<file path="src/rtl/frac_ctl_pkg.sv">
package frac_ctl_pkg;
    localparam int ACC_W    = 16;
    localparam int INT_W    = 8;
    localparam int DAC_W    = 7;
    localparam int LFSR_W   = 23;
    localparam int LFSR_TAP = 18;
    localparam logic [LFSR_W-1:0] LFSR_SEED = 23'h05A5A5;
    localparam int CODE_W   = DAC_W + 1;
    localparam int ERR_W    = ACC_W - DAC_W;
    localparam int FULL     = 1 << DAC_W;

    typedef struct packed {
        logic [INT_W:0]    ratio;
        logic              carry;
        logic [CODE_W-1:0] code;
        logic              swap;
        logic              valid;
    } ctl_out_t;

    function automatic logic [CODE_W-1:0] steer_code(input logic [CODE_W-1:0] lvl,
                                                     input logic swp);
        return swp ? CODE_W'(FULL) - lvl : lvl;
    endfunction
endpackage

</file>
<file path="src/rtl/frac_accum.sv">
module frac_accum #(
    parameter int W = 16
) (
    input  logic         clk,
    input  logic         rst,
    input  logic         adv,
    input  logic [W-1:0] step,
    output logic [W-1:0] residue_nxt,
    output logic         carry_nxt
);
    logic [W-1:0] acc_q;

    always_comb begin
        {carry_nxt, residue_nxt} = {1'b0, acc_q} + {1'b0, step};
    end

    always_ff @(posedge clk) begin
        if (rst)      acc_q <= '0;
        else if (adv) acc_q <= residue_nxt;
    end

    // an overflow leaves the accumulator below its previous value
    p_carry_wraps_r2: assert property (@(posedge clk) disable iff (rst)
        (adv && carry_nxt) |=> (acc_q < $past(acc_q)));
    // a zero step leaves the accumulator unchanged
    p_zero_step_r9: assert property (@(posedge clk) disable iff (rst)
        (adv && step == '0) |=> $stable(acc_q));
endmodule

</file>
<file path="src/rtl/frac_requant.sv">
module frac_requant #(
    parameter int IN_W  = 16,
    parameter int OUT_W = 7
) (
    input  logic            clk,
    input  logic            rst,
    input  logic            adv,
    input  logic [IN_W-1:0] value,
    output logic [OUT_W:0]  level_nxt
);
    localparam int EW = IN_W - OUT_W;
    logic [EW-1:0] err_q;
    logic [IN_W:0] sum;

    always_comb begin
        sum       = {1'b0, value} + {{(OUT_W + 1){1'b0}}, err_q};
        level_nxt = sum[IN_W:EW];
    end

    always_ff @(posedge clk) begin
        if (rst)      err_q <= '0;
        else if (adv) err_q <= sum[EW-1:0];
    end

    // the level never exceeds the full-scale unit count
    p_level_range_r4: assert property (@(posedge clk) disable iff (rst)
        level_nxt <= (OUT_W + 1)'(1 << OUT_W));
endmodule

</file>
<file path="src/rtl/swap_lfsr.sv">
module swap_lfsr #(
    parameter int W   = 23,
    parameter int TAP = 18,
    parameter logic [W-1:0] SEED = 23'h05A5A5
) (
    input  logic clk,
    input  logic rst,
    input  logic adv,
    output logic bit_nxt
);
    logic [W-1:0] st_q;
    logic [W-1:0] st_nxt;

    always_comb begin
        st_nxt  = {st_q[W-2:0], st_q[W-1] ^ st_q[TAP-1]};
        bit_nxt = st_nxt[0];
    end

    always_ff @(posedge clk) begin
        if (rst)                       st_q <= SEED;
        else if (adv && st_nxt == '0)  st_q <= SEED;
        else if (adv)                  st_q <= st_nxt;
    end

    // the register never enters the lock-up state
    p_nonzero_r6: assert property (@(posedge clk) disable iff (rst)
        adv |=> (st_q != '0));
    // the register only moves on a strobe
    p_hold_r6: assert property (@(posedge clk) disable iff (rst)
        !adv |=> $stable(st_q));
endmodule

</file>
<file path="src/rtl/frac_swap_ctl.sv">
module frac_swap_ctl
    import frac_ctl_pkg::*;
(
    input  logic              clk,
    input  logic              rst,
    input  logic              ref_tick,
    input  logic [ACC_W-1:0]  frac_word,
    input  logic [INT_W-1:0]  int_n,
    input  logic              swap_force_off,
    output logic [INT_W:0]    div_value,
    output logic              div_carry,
    output logic [CODE_W-1:0] dac_code,
    output logic              swap_path,
    output logic              out_valid
);
    logic [ACC_W-1:0]  residue_nxt;
    logic              carry_nxt;
    logic [CODE_W-1:0] level_nxt;
    logic              rand_bit;
    logic              swap_nxt;
    ctl_out_t          out_q;

    frac_accum #(.W(ACC_W)) u_acc (
        .clk(clk), .rst(rst), .adv(ref_tick), .step(frac_word),
        .residue_nxt(residue_nxt), .carry_nxt(carry_nxt)
    );

    frac_requant #(.IN_W(ACC_W), .OUT_W(DAC_W)) u_rq (
        .clk(clk), .rst(rst), .adv(ref_tick), .value(residue_nxt),
        .level_nxt(level_nxt)
    );

    swap_lfsr #(.W(LFSR_W), .TAP(LFSR_TAP), .SEED(LFSR_SEED)) u_lfsr (
        .clk(clk), .rst(rst), .adv(ref_tick), .bit_nxt(rand_bit)
    );

    assign swap_nxt = rand_bit & ~swap_force_off;

    always_ff @(posedge clk) begin
        if (rst) begin
            out_q <= '0;
        end else begin
            out_q.valid <= ref_tick;
            if (ref_tick) begin
                out_q.ratio <= {1'b0, int_n} + {{INT_W{1'b0}}, carry_nxt};
                out_q.carry <= carry_nxt;
                out_q.code  <= steer_code(level_nxt, swap_nxt);
                out_q.swap  <= swap_nxt;
            end
        end
    end

    assign div_value = out_q.ratio;
    assign div_carry = out_q.carry;
    assign dac_code  = out_q.code;
    assign swap_path = out_q.swap;
    assign out_valid = out_q.valid;

    // the code to the DAC stays within 0..FULL
    p_code_range_r5: assert property (@(posedge clk) disable iff (rst)
        dac_code <= CODE_W'(FULL));
    // a forced strobe yields an unswapped path
    p_force_off_r7: assert property (@(posedge clk) disable iff (rst)
        (ref_tick && swap_force_off) |=> !swap_path);
    // without a strobe the outputs hold
    p_hold_r8: assert property (@(posedge clk) disable iff (rst)
        !ref_tick |=> ($stable(dac_code) && $stable(div_value) && $stable(swap_path)));
    // valid follows the strobe by one cycle
    p_valid_r8: assert property (@(posedge clk) disable iff (rst)
        ref_tick |=> out_valid);
    // the ratio is N or N+1 according to the carry
    p_ratio_r2: assert property (@(posedge clk) disable iff (rst)
        ref_tick |=> (div_value == {1'b0, $past(int_n)} + {{INT_W{1'b0}}, div_carry}));
endmodule

</file>
<file path="config.mk">
export PLATFORM = sky130hd
export DESIGN_NAME = frac_swap_ctl
export DESIGN_NICKNAME = d
export VERILOG_FILES = /design/src/rtl/frac_ctl_pkg.sv /design/src/rtl/frac_accum.sv /design/src/rtl/frac_requant.sv /design/src/rtl/swap_lfsr.sv /design/src/rtl/frac_swap_ctl.sv
export SDC_FILE = /design/constraint.sdc
export NUM_CORES = 1
export LEC_CHECK = 0
export CAP_MARGIN = 20
export CELL_PAD_IN_SITES_DETAIL_PLACEMENT = 1
export CELL_PAD_IN_SITES_GLOBAL_PLACEMENT = 2
export CORE_ASPECT_RATIO = 1.2
export CORE_MARGIN = 3
export CORE_UTILIZATION = 30
export DETAILED_ROUTE_END_ITERATION = 8
export HOLD_SLACK_MARGIN = 0.03
export PLACE_DENSITY_LB_ADDON = 0.1
export SETUP_SLACK_MARGIN = 0.02
export SLEW_MARGIN = 20
export SYNTH_ARGS = -nofsm -noshare
export SYNTH_HDL_FRONTEND = slang
export SYNTH_SLANG_ARGS = --single-unit
export TNS_END_PERCENT = 10
</file>
<file path="constraint.sdc">
create_clock -name clk -period 5.5 [get_ports clk]
set_input_delay 0.825 -clock clk [delete_from_list [all_inputs] [get_ports clk]]
set_output_delay 0.825 -clock clk [all_outputs]
set_load 0.05 [all_outputs]
</file>
Yosys cells after proc, flatten, opt, wreduce, memory -nomap -nowiden. Index checks and enable logic that the tools add are counted.

Flip-flop bits (word level): 68. Input port bits: 28. RAM bits: 0. Bits in latches: 0. Word-level logic and storage cells: 19. Bits in read-only memories: 0. Memories: 0.

Divide/modulo/power cells: 0. Bitwise logic cells: 3. Reduce and logical (&&, ||, !) cells: 3. Equal/unequal tests: 0. $mul: 0. Multiplexer cells: 1. Shift operators: 0. $lt $le $gt $ge: 0. Add/sub/neg operators: 4.

Operator list (count): 23-bit logical NOT (1); 16-bit by 16-bit adder with 17-bit output (1); 16-bit by 9-bit adder with 17-bit output (1); 8-bit by 1-bit adder with 9-bit output (1); 8-bit two-way mux (1); 8-bit subtractor (first input constant) (1); 2-bit OR reduction (1); 1-bit AND (1); 1-bit logical AND (1); 1-bit inverter (1); 1-bit XOR (1).

Longest topological paths before layout. Gate-level depths: netlist of run 1.

Depth in word-level cells: 4. Gate-level depth with buffers: 19. Mapped depth without buffers: 19.

Hierarchy. Synthesis of run 1 repeated with hierarchy kept, for this count alone.

Cell total of the unflattened synthesis: 490. Area, all modules: 4355.4 um^2.

Modules (own cells, without submodules): frac_accum (times used 1, area an instance 1402.6 um^2, cells each 163); frac_swap_ctl (times used 1, area an instance 1038.5 um^2, cells each 121); swap_lfsr (times used 1, area an instance 962.2 um^2, cells each 93); frac_requant (times used 1, area an instance 952.2 um^2, cells each 113).

Worst setup path before layout of run 1. No wires, ideal clock.

Path type: input -> register. Start: input frac_word[0]. End: register out_q (netlist bit dac_code[7]). Arrival: 4.216 ns. Cell stages on the path: 17. Path slack: 1.193 ns. Data required time: 5.409 ns. Cells stage by stage: ha_1 inv_1 fa_1 nand2b_1 a21oi_1 nor2b_1 xnor2_1 ha_1 a21o_1 a2111o_1 a221oi_1 a31o_1 nand3_1 o31ai_1 nand3_1 a2111o_1 a311oi_1.

Cells in the longest elaborated chain, start to end: 4.

Ends and longest elaborated chain: start, declared (line frac_swap_ctl.sv:7) `input logic [ACC_W-1:0] frac_word,`; 16-bit by 16-bit adder with 17-bit output (*) (line frac_accum.sv:14) `{carry_nxt, residue_nxt} = {1'b0, acc_q} + {1'b0, step};`; net residue_nxt[6] (line frac_swap_ctl.sv:16) `logic [ACC_W-1:0] residue_nxt;`; 16-bit by 9-bit adder with 17-bit output (*) (line frac_requant.sv:16) `sum = {1'b0, value} + {{(OUT_W + 1){1'b0}}, err_q};`; 8-bit subtractor (line frac_ctl_pkg.sv:22) `return swp ? CODE_W'(FULL) - lvl : lvl;`; 8-bit two-way mux (*) (line frac_ctl_pkg.sv:22); end, declared (line frac_swap_ctl.sv:21) `ctl_out_t out_q;`.

The timed path passes the listed nets; every way through them passes the cells marked *. A chain may end at the register's enable or synchronous reset.

Final worst setup path of run 1.
Start: input frac_word[0]. End: register out_q (netlist bit dac_code[6]).

Same word-level chain as after synthesis.

==> insert_results.sql, run 1 <==
INSERT INTO impl_metrics (metric_group, metric, value, unit) VALUES
('status', 'outcome', 'finished clean', ''),
('cts', 'numCtsBuffers', '9', ''),
('routing', 'drc_violation_count_after_routing', '0', ''),
('floorplan', 'dieHeight', '133', 'um'),
('power', 'power_share_of_the_combinational_group', '43.3', '%'),
('power', 'internal_power', '1.36', 'mW'),
('sta', 'setup_viol', '0', ''),
('cts', 'postCtsSetupRepairBufs', '0', ''),
('critical_path', 'path_max_fanout', '4', ''),
('sta', 'post_route_hold_slack', '0.465', 'ns'),
('routing', 'drt_iter0_drc', '110', ''),
('placement', 'dp.final_hpwl', '7500', 'um'),
('sta', 'final-max-slew-violation-count', '0', ''),
('critical_path', 'timing.rr.start', 'u_acc.acc_q[0]', ''),
('logic_synthesis', 'sequential_element_share_of_the_synthesized_area', '33.5', '%'),
('grt', 'wire_length_of_the_first_global_routing_pass', '17400', 'um'),
('critical_path', 'critPathCaptureType', 'flop', ''),
('logic_synthesis', 'syn_nets', '513', ''),
('final_layout', 'area_growth_syn_to_layout', '23.2', '%'),
('sta', 'slew-limit-headroom', '35.1', '%'),
('grt', 'antenna_found_initial', '0', ''),
('logic_synthesis', 'edff_count_synth', '0', ''),
('sta', 'min_period_over_period', '89.6', '%'),
('logic_synthesis', 'total_of_warnings_raised_by_yosys', '0', ''),
('critical_path', 'arrival', '5.17', 'ns'),
('logic_synthesis', 'synth.ff_latch_count', '68', ''),
('hold_path', 'holdPathStages', '2', ''),
('cts', 'cts.root.buffer_cell', 'clkbuf_16', ''),
('critical_path', 'worst-setup-path-type', 'in -> reg', ''),
('logic_synthesis', 'ys.flop_type', 'dfxtp_1', ''),
('power', 'clkPwrFrac', '28.7', '%'),
('critical_path', 'r2r_setup_slack', '1.19', 'ns'),
('power', 'pwr-share-seq', '28.1', '%'),
('logic_synthesis', 'netlist.top_cell.by_area', 'dfxtp_1', ''),
('sta', 'setup_ws', '0.570', 'ns'),
('logic_synthesis', 'synth_top_area_share', '33.5', '%'),
('routing', 'number_of_antenna_violating_nets_in_the_routed_design', '0', ''),
('power', 'power.total', '2.18', 'mW'),
('grt', 'vias_in_the_first_global_route', '3560', ''),
('routing', 'first_pass_iters', '4', ''),
('critical_path', 'cp-start-kind', 'input pin', ''),
('logic_synthesis', 'post_synthesis_cells', '454', ''),
('logic_synthesis', 'async_reset_ff_share', '0', '%'),
('floorplan', 'floorplan.initialDensity', '31.3', '%'),
('placement', 'port-buffer-count', '47', ''),
('sta', 'grt_setup_unrepaired', 'no', ''),
('cts', 'clk_transition_reported_paths', '0.05', 'ns'),
('routing', 'routedWlPerCell', '15.4', 'um'),
('grt', 'grt_max_degree', '63', ''),
('grt', 'global_route.overflow_total', '0', ''),
('power', 'power.net_switching', '816', 'uW'),
('routing', 'routed_wirelength', '10200', 'um'),
('floorplan', 'core_area', '0.0129', 'mm2'),
('power', 'switching_power_as_a_share_of_total_power', '37.5', '%'),
('routing', 'viasPerCell', '5.05', ''),
('sta', 'worst_slew_pin_slew', '0.974', 'ns'),
('sta', 'fin_tns_setup', '0', 'ns'),
('floorplan', 'dieArea', '0.0150', 'mm2'),
('floorplan', 'ios', '48', ''),
('power', 'pwrdens', '435', 'mW/mm2'),
('critical_path', 'timing.reg2reg.worst_path_depth', '17', ''),
('hold_path', 'worst_hold_path_startpoint', 'div_value[8]', ''),
('cts', 'clock_sink_count', '68', ''),
('cts', 'htree_levels', '3', ''),
('final_layout', 'nNetsFinal', '557', ''),
('power', 'peak_ir_drop_on_the_vdd_network', '0.144', 'mV'),
('cts', 'clk-insertion-delay-late', '0.34', 'ns'),
('cts', 'tritoncts', 'done', ''),
('critical_path', 'reg2reg_to', 'dac_code[6]', ''),
('sta', 'finalWorstPathRequiredPeriod', '4.93', 'ns'),
('placement', 'pre_cts_slack', '0.190', 'ns');
## placed cells by master (no fill, tap or decap), drive strengths merged, types with 3 or more instances in the layout
master / synthesis / final
nor2: 77 / 77
dfxtp: 68 / 68
mux2i: 46 / 46
clkdlybuf4s50: 0 / 45
xnor2: 31 / 31
ha: 29 / 29
nand2: 27 / 27
a21oi: 19 / 19
a211oi: 14 / 14
inv: 12 / 13
a21o: 12 / 12
nand3: 11 / 11
o21ai: 10 / 10
clkbuf: 13 / 9
xor2: 9 / 9
nor4: 7 / 7
a31oi: 6 / 6
buf: 5 / 6
nand2b: 4 / 4
and3: 3 / 3
nor2b: 3 / 3
nand4: 3 / 3
nor3: 3 / 3
a311oi: 3 / 3
o311ai: 3 / 3
## through the flow
step           cell area, um2  std cells  utilization [%]
2_1_floorplan            4060        454                -
3_3_place_gp             4690        651             36.2
3_5_place_dp             4690        651             36.2
4_1_cts                  5000        666             38.6
5_1_grt                  5000        666             38.6
6_report                 5000        666             38.6
## cells by family (layout without fill, tap and decap cells)
| group | Yosys count | after routing | share of synthesized area (%) |
|---|---|---|---|
| xor gates and xnor gates | 40 | 40 | 9.00 |
| AOI/OAI and AO/OA | 90 | 90 | 16.7 |
| adders and majority gates | 31 | 31 | 9.93 |
| buffers and inverters | 30 | 78 | 2.84 |
| muxes | 46 | 46 | 11.3 |
| DFF | 68 | 68 | 33.5 |
| and+or+nand+nor | 149 | 149 | 16.6 |
## flip-flops by register name, indices dropped and copies added (netlist names)
name	count
div_carry	1
swap_path	1
u_lfsr.st_q	23
div_value	9
u_rq.err_q	9
dac_code	8
out_valid	1
u_acc.acc_q	16
## layout make-up
type                    count  area, um2
fillers                  1522       7950
multi-input cells         356       2580
flip-flops and latches     68       1360
repair buffers             51        493
clock buffers               9        225
well taps                 164        205
clock inverters             6       88.8
inverters                  12       45.0
## cells in the mapped netlist (all sizes together), types with 4 or more instances
| master | instances |
|---|---|
| nand2 | 27 |
| buf | 5 |
| a211oi | 14 |
| inv | 12 |
| mux2i | 46 |
| xor2 | 9 |
| xnor2 | 31 |
| a21o | 12 |
| nand2b | 4 |
| dfxtp | 68 |
| ha | 29 |
| clkbuf | 13 |
| a31oi | 6 |
| o21ai | 10 |
| a21oi | 19 |
| nor2 | 77 |
| nand3 | 11 |
| nor4 | 7 |
## layer usage
layer / vias up / wire [um] / GRT usage [%]
li1: 1707 / - / -
met1: 1604 / 4800 / 17.5
met2: 44 / 4960 / 24.6
met3: 10 / 288 / 2.45
met4: 0 / 178 / 6.21
met5: - / 0 / 0
## worst max-delay path, cell delays in order
cell	delay, ns
clkdlybuf4s50_1	0.46
ha_1	0.19
inv_1	0.06
fa_1	0.39
nand2b_1	0.18
a21oi_1	0.27
nor2b_1	0.12
xnor2_1	0.20
ha_1	0.31
a21o_1	0.21
a2111o_1	0.41
a221oi_1	0.40
a31o_1	0.23
nand3_1	0.09
o31ai_1	0.14
a21oi_1	0.19
o211a_1	0.25
nor4_1	0.24
## power groups by stage
| stage | sequential [mW] | clock (mW) | combinational (mW) |
|---|---|---|---|
| global route | 0.621 | 0.667 | 1.06 |
| CTS | 0.613 | 0.650 | 0.957 |
| global placement | 0.620 | 0 | 0.941 |
| floorplan | 0.680 | 0 | 0.663 |
| finish | 0.611 | 0.624 | 0.942 |
| detailed placement | 0.623 | 0 | 0.952 |
## worst max path at each step
stage,startpoint,end,slack (ns),cells after the start
6_report,frac_word[0],dac_code[6],0.57,18
3_3_place_gp,frac_word[0],dac_code[7],0.33,18
5_1_grt,frac_word[0],dac_code[6],0.12,18
4_1_cts,frac_word[0],dac_code[6],0.54,18
3_5_place_dp,frac_word[0],dac_code[6],0.19,18
2_1_floorplan,frac_word[0],dac_code[7],1.19,17
(Power assumes the default switching activity.)
==> run 2: changes to the inputs <==
- CORE_UTILIZATION: 30 -> 35
- CTS_BUF_LIST: default -> sky130_fd_sc_hd__clkbuf_8 sky130_fd_sc_hd__clkbuf_16
==> insert_results.sql, run 2 (synthesis gave the netlist of run 1 again) <==
INSERT INTO impl_metrics (metric_group, metric, value, unit) VALUES
('power', 'pwr-share-seq', '28.4', '%'),
('power', 'power_share_of_the_combinational_group', '43.6', '%'),
('final_layout', 'largest_reg_flops', '23', ''),
('final_layout', 'final_common_cell', 'nor2_1', ''),
('critical_path', 'critPathCaptureType', 'flop', ''),
('sta', 'setup_viol', '0', ''),
('critical_path', 'timing.rr.start', 'u_acc.acc_q[0]', ''),
('hold_path', 'hp-class', 'reg -> reg', ''),
('sta', 'slew-limit-headroom', '29.3', '%'),
('cts', 'clk-insertion-delay-late', '0.33', 'ns'),
('cts', 'clk_path_buf_depth', '2', ''),
('sta', 'report.final.hold_viol_count', '0', ''),
('final_layout', 'area_growth_syn_to_layout', '22.6', '%'),
('routing', 'vias', '3373', ''),
('power', 'power.total', '2.16', 'mW'),
('sta', 'final-max-slew-violation-count', '0', ''),
('power', 'pwrdens', '433', 'mW/mm2'),
('grt', 'antenna_found_initial', '0', ''),
('floorplan', 'core_area', '0.0112', 'mm2'),
('critical_path', 'worst-endpoint-required', '5.66', 'ns'),
('power', 'power.net_switching', '830', 'uW'),
('grt', 'wire_length_of_the_first_global_routing_pass', '16700', 'um'),
('hold_path', 'holdPathStages', '2', ''),
('final_layout', 'drive_above_1_share', '7.17', '%'),
('cts', 'htree_levels', '3', ''),
('placement', 'post_dp_cell_area', '0.00467', 'mm2'),
('floorplan', 'dieHeight', '124', 'um'),
('placement', 'port-buffer-count', '47', ''),
('power', 'switching_power_as_a_share_of_total_power', '38.5', '%'),
('final_layout', 'nNetsFinal', '556', ''),
('floorplan', 'die_width', '104', 'um'),
('routing', 'routedWlPerCell', '14.8', 'um'),
('cts', 'ctsHoldBuffers', '0', ''),
('final_layout', 'reg_top3', 'u_lfsr.st_q (23), u_acc.acc_q (16)', ''),
('cts', 'postCtsSetupRepairBufs', '0', ''),
('sta', 'fin_tns_setup', '0', 'ns'),
('status', 'outcome', 'finished clean', ''),
('sta', 'clock-skew-final', '0.00411', 'ns'),
('power', 'peak_ir_drop_on_the_vdd_network', '0.191', 'mV'),
('floorplan', 'floorplan.initialDensity', '36.3', '%'),
('cts', 'cts.root.buffer_cell', 'clkbuf_16', ''),
('cts', 'tritoncts', 'done', ''),
('routing', 'first_pass_iters', '4', ''),
('final_layout', 'final_cell_mix', 'nor2_1 (77), dfxtp_1 (68), mux2i_1 (46)', ''),
('critical_path', 'worst-setup-path-type', 'in -> reg', ''),
('grt', 'vias_in_the_first_global_route', '3443', ''),
('critical_path', 'timing.reg2reg.worst_path_depth', '17', ''),
('routing', 'number_of_antenna_violating_nets_in_the_routed_design', '0', ''),
('placement', 'pre_cts_slack', '0.192', 'ns'),
('grt', 'global_route.overflow_total', '0', ''),
('floorplan', 'dieArea', '0.0129', 'mm2'),
('cts', 'clock_sink_count', '68', ''),
('final_layout', 'fillCellCount', '1322', ''),
('sta', 'grt_setup_unrepaired', 'no', ''),
('placement', 'dp.final_hpwl', '7100', 'um'),
('power', 'p_leak', '2.13', 'nW'),
('floorplan', 'ios', '48', ''),
('final_layout', 'diodes', '0', ''),
('flow_run', 'maxCapViolCount', '0', ''),
('critical_path', 'r2r_setup_slack', '1.19', 'ns'),
('placement', 'gp_congestion', '0.780', ''),
('critical_path', 'path_max_fanout', '4', ''),
('floorplan', 'rows', '42', ''),
('power', 'clkPwrFrac', '28.0', '%'),
('final_layout', 'most_flops_register', 'u_lfsr.st_q', ''),
('grt', 'grt_usage', '16.0', '%'),
('critical_path', 'reg2reg_to', 'dac_code[7]', ''),
('hold_path', 'worst_hold_path_startpoint', 'div_value[8]', ''),
('critical_path', 'arrival', '5.08', 'ns'),
('power', 'internal_power', '1.33', 'mW'),
('sta', 'setup_ws', '0.579', 'ns'),
('critical_path', 'cp-start-kind', 'input pin', ''),
('cts', 'clk_transition_reported_paths', '0.06', 'ns'),
('cts', 'postCtsResizedCells', '0', ''),
('sta', 'worst_slew_pin_slew', '1.06', 'ns'),
('routing', 'viasPerCell', '5.14', ''),
('routing', 'routed_wirelength', '9720', 'um'),
('sta', 'min_period_over_period', '89.5', '%'),
('sta', 'finalWorstPathRequiredPeriod', '4.92', 'ns'),
('routing', 'drt_iter0_drc', '87', ''),
('routing', 'drc_violation_count_after_routing', '0', ''),
('final_layout', 'stdcell_area', '0.00497', 'mm2'),
('grt', 'grt_max_degree', '75', ''),
('sta', 'max_clock_freq', '203', 'MHz'),
('cts', 'numCtsBuffers', '9', ''),
('hold_path', 'holdPathEnd', 'div_value[8]', '');
## run 2: power by group through the flow
stage / Clock (mW) / Combinational (mW) / Sequential [mW]
global route: 0.652 / 1.06 / 0.622
finish: 0.603 / 0.941 / 0.612
CTS: 0.622 / 0.953 / 0.613
detailed placement: 0 / 0.948 / 0.623
global placement: 0 / 0.934 / 0.620
floorplan: 0 / 0.663 / 0.680
## run 2: final cells by class
type	instances	area [um2]	share of cell area [%]
well taps	154	193	3.87
inverters	12	45.0	0.906
clock buffers	9	225	4.53
multi-input cells	356	2580	51.9
clock inverters	7	82.6	1.66
repair buffers	50	485	9.76
flip-flops and latches	68	1360	27.4
## run 2: through the flow
step	hold slack (ns)	instances	utilization (%)
final	0.469	656	44.4
after global routing	0.513	656	44.4
after CTS	0.478	656	44.4
after detailed placement	0.467	640	41.7
after global placement	0.459	640	41.7
after floorplan	0.463	454	-
## run 2: layer usage
layer | track usage (%) | share of wire [%]
met5 | 0 | 0
met2 | 27.1 | 48
met3 | 3.27 | 2.7
met1 | 20.5 | 48
met4 | 5.49 | 1.4
## run 2: worst max-delay path by stage
stage,cells after the start,end,slack (ns),from
finish,18,dac_code[7],0.58,frac_word[0]
global route,18,dac_code[7],0.14,frac_word[0]
CTS,18,dac_code[7],0.55,frac_word[0]
detailed placement,18,dac_code[7],0.19,frac_word[0]
global placement,18,dac_code[7],0.36,frac_word[0]
floorplan,17,dac_code[7],1.19,frac_word[0]
## run 2: critical path: stages
cell and delay, ns:
clkdlybuf4s50_1 0.46, ha_1 0.19, inv_1 0.07, fa_1 0.41
nand2b_1 0.18, a21oi_1 0.25, nor2b_1 0.11, xnor2_1 0.22
ha_1 0.32, a21o_1 0.21, a2111o_1 0.42, a221oi_1 0.36
a31o_1 0.22, nand3_1 0.08, o31ai_1 0.13, nand3_1 0.14
o311ai_0 0.35, a311oi_1 0.14
==> run 3: changes to the inputs <==
- MAX_ROUTING_LAYER: default -> met4
==> insert_results.sql, run 3 (synthesis gave the netlist of run 1 again) <==
INSERT INTO impl_metrics (metric_group, metric, value, unit) VALUES
('sta', 'fin_tns_setup', '0', 'ns'),
('grt', 'wire_length_of_the_first_global_routing_pass', '16600', 'um'),
('sta', 'slew-limit-headroom', '29.5', '%'),
('floorplan', 'die_width', '104', 'um'),
('grt', 'vias_in_the_first_global_route', '3449', ''),
('critical_path', 'cp-start-kind', 'input pin', ''),
('sta', 'grt_setup_unrepaired', 'no', ''),
('cts', 'numCtsBuffers', '9', ''),
('floorplan', 'core_area', '0.0112', 'mm2'),
('power', 'power.total', '2.15', 'mW'),
('power', 'switching_power_as_a_share_of_total_power', '38.5', '%'),
('routing', 'routedWlPerCell', '14.8', 'um'),
('power', 'power.net_switching', '829', 'uW'),
('power', 'p_leak', '2.13', 'nW'),
('critical_path', 'critPathCaptureType', 'flop', ''),
('sta', 'finalWorstPathRequiredPeriod', '4.93', 'ns'),
('floorplan', 'ios', '48', ''),
('floorplan', 'floorplan.initialDensity', '36.3', '%'),
('critical_path', 'arrival', '5.09', 'ns'),
('floorplan', 'rows', '42', ''),
('final_layout', 'reg_top3', 'u_lfsr.st_q (23), u_acc.acc_q (16)', ''),
('power', 'pwr-share-seq', '28.4', '%'),
('grt', 'grt_usage', '16.4', '%'),
('cts', 'clock_sink_count', '68', ''),
('grt', 'grt_max_degree', '75', ''),
('final_layout', 'area_growth_syn_to_layout', '22.6', '%'),
('sta', 'worst_slew_pin_slew', '1.06', 'ns'),
('grt', 'antenna_found_initial', '0', ''),
('critical_path', 'cp_top_family', 'compound AO/OA/AOI/OAI gates', ''),
('routing', 'viasPerCell', '5.15', ''),
('hold_path', 'holdPathStages', '2', ''),
('cts', 'postCtsResizedCells', '0', ''),
('critical_path', 'worst-setup-path-type', 'in -> reg', ''),
('critical_path', 'worst-endpoint-required', '5.66', 'ns'),
('hold_path', 'worst_hold_path_startpoint', 'div_value[8]', ''),
('routing', 'vias', '3376', ''),
('cts', 'clk_transition_reported_paths', '0.06', 'ns'),
('routing', 'drc_violation_count_after_routing', '0', ''),
('floorplan', 'dieHeight', '124', 'um'),
('power', 'power_share_of_the_combinational_group', '43.7', '%'),
('routing', 'routed_wirelength', '9720', 'um'),
('critical_path', 'worst_path_largest_cell_delay', '0.46', 'ns'),
('cts', 'postCtsSetupRepairBufs', '0', ''),
('placement', 'gp_congestion', '0.791', ''),
('critical_path', 'timing.rr.start', 'u_acc.acc_q[0]', ''),
('final_layout', 'diodes', '0', ''),
('sta', 'min_period_over_period', '89.7', '%'),
('power', 'internal_power', '1.33', 'mW'),
('critical_path', 'worst_path_max_delay_cell', 'clkdlybuf4s50_1', ''),
('power', 'clkPwrFrac', '27.9', '%'),
('sta', 'max_clock_freq', '203', 'MHz'),
('final_layout', 'fillCellCount', '1322', ''),
('flow_run', 'maxCapViolCount', '0', ''),
('critical_path', 'r2r_setup_slack', '1.18', 'ns'),
('hold_path', 'hp-class', 'reg -> reg', ''),
('cts', 'clk-insertion-delay-late', '0.34', 'ns'),
('sta', 'setup_viol', '0', ''),
('critical_path', 'timing.reg2reg.worst_path_depth', '17', ''),
('cts', 'htree_levels', '3', ''),
('critical_path', 'cell_chain_of_the_critical_path', 'clkdlybuf4s50_1 > ha_1 > inv_1 > fa_1 > nand2b_1 > a21oi_1 > nor2b_1 > xnor2_1 > ha_1 > a21o_1 > a2111o_1 > a221oi_1 > a31o_1 > nand3_1 > o31ai_1 > nand3_1 > o311ai_0 > a311oi_1', ''),
('sta', 'report.final.hold_viol_count', '0', ''),
('power', 'peak_ir_drop_on_the_vdd_network', '0.191', 'mV'),
('critical_path', 'reg2reg_to', 'dac_code[7]', ''),
('final_layout', 'nNetsFinal', '556', ''),
('placement', 'port-buffer-count', '47', ''),
('routing', 'drt_iter0_drc', '88', ''),
('final_layout', 'most_flops_register', 'u_lfsr.st_q', ''),
('final_layout', 'drive_above_1_share', '7.17', '%'),
('cts', 'cts.root.buffer_cell', 'clkbuf_16', ''),
('final_layout', 'area_occupied_by_multi_input_gates', '0.00258', 'mm2'),
('sta', 'final-max-slew-violation-count', '0', ''),
('sta', 'clock-skew-final', '0.00479', 'ns'),
('critical_path', 'path_max_fanout', '4', ''),
('final_layout', 'sequential_cell_area', '0.00136', 'mm2'),
('final_layout', 'largest_reg_flops', '23', ''),
('critical_path', 'crit_buf_inv', '2', ''),
('floorplan', 'dieArea', '0.0129', 'mm2'),
('cts', 'tritoncts', 'done', ''),
('final_layout', 'final_cell_mix', 'nor2_1 (77), dfxtp_1 (68), mux2i_1 (46)', ''),
('cts', 'clk_path_buf_depth', '2', ''),
('routing', 'number_of_antenna_violating_nets_in_the_routed_design', '0', ''),
('power', 'pwrdens', '433', 'mW/mm2'),
('placement', 'dp.final_hpwl', '7100', 'um'),
('routing', 'first_pass_iters', '4', ''),
('hold_path', 'holdPathEnd', 'div_value[8]', ''),
('grt', 'global_route.overflow_total', '0', ''),
('cts', 'ctsHoldBuffers', '0', ''),
('final_layout', 'final_common_cell', 'nor2_1', ''),
('status', 'outcome', 'finished clean', '');
-- run 3: cell counts in the layout (fill, tap and decap cells not counted) --
No cell type changed its count.
-- run 3: final cells by class --
cell class	instances	area share (%)
Multi-Input combinational cell	356	51.9
Sequential cell	68	27.4
Clock buffer	9	4.53
Clock inverter	7	1.66
Tap cell	154	3.87
Inverter	12	0.906
Timing Repair Buffer	50	9.76
-- run 3: worst max-delay path by stage --
| stage | end | from | depth (start not counted) | slack (ns) |
|---|---|---|---|---|
| finish | dac_code[7] | frac_word[0] | 18 | 0.57 |
| global route | dac_code[7] | frac_word[0] | 18 | 0.14 |
| detailed placement | dac_code[7] | frac_word[0] | 18 | 0.19 |
| floorplan | dac_code[7] | frac_word[0] | 17 | 1.19 |
| CTS | dac_code[7] | frac_word[0] | 18 | 0.55 |
| global placement | dac_code[7] | frac_word[0] | 18 | 0.36 |
-- run 3: tightest hold or removal path: stages (launching register included) --
cell     delay (ns)
dfxtp_1        0.31
nand2_1        0.06
a21oi_1        0.05
-- run 3: power by group through the flow --
stage	Sequential, mW	Clock (mW)	Combinational [mW]
global route	0.622	0.650	1.06
detailed placement	0.623	0	0.948
CTS	0.613	0.622	0.953
finish	0.612	0.602	0.940
floorplan	0.680	0	0.663
global placement	0.620	0	0.934
-- run 3: metal layers --
| metal | up-vias | track usage [%] | share of wire (%) |
|---|---|---|---|
| li1 | 1716 | - | - |
| met1 | 1609 | 20.2 | 48 |
| met2 | 40 | 27.3 | 48 |
| met3 | 11 | 3.27 | 2.7 |
| met4 | 0 | 5.49 | 1.4 |
| met5 | - | - | 0 |
-- run 3: per-stage QoR --
stage / cell area, um2 / std cells / hold slack, ns / worst slack, ns / utilization [%]
5_1_grt: 4970 / 656 / 0.513 / 0.138 / 44.4
2_1_floorplan: 4060 / 454 / 0.463 / 1.19 / -
4_1_cts: 4970 / 656 / 0.478 / 0.550 / 44.4
3_5_place_dp: 4670 / 640 / 0.467 / 0.192 / 41.7
6_report: 4970 / 656 / 0.469 / 0.567 / 44.4
3_3_place_gp: 4670 / 640 / 0.459 / 0.365 / 41.7
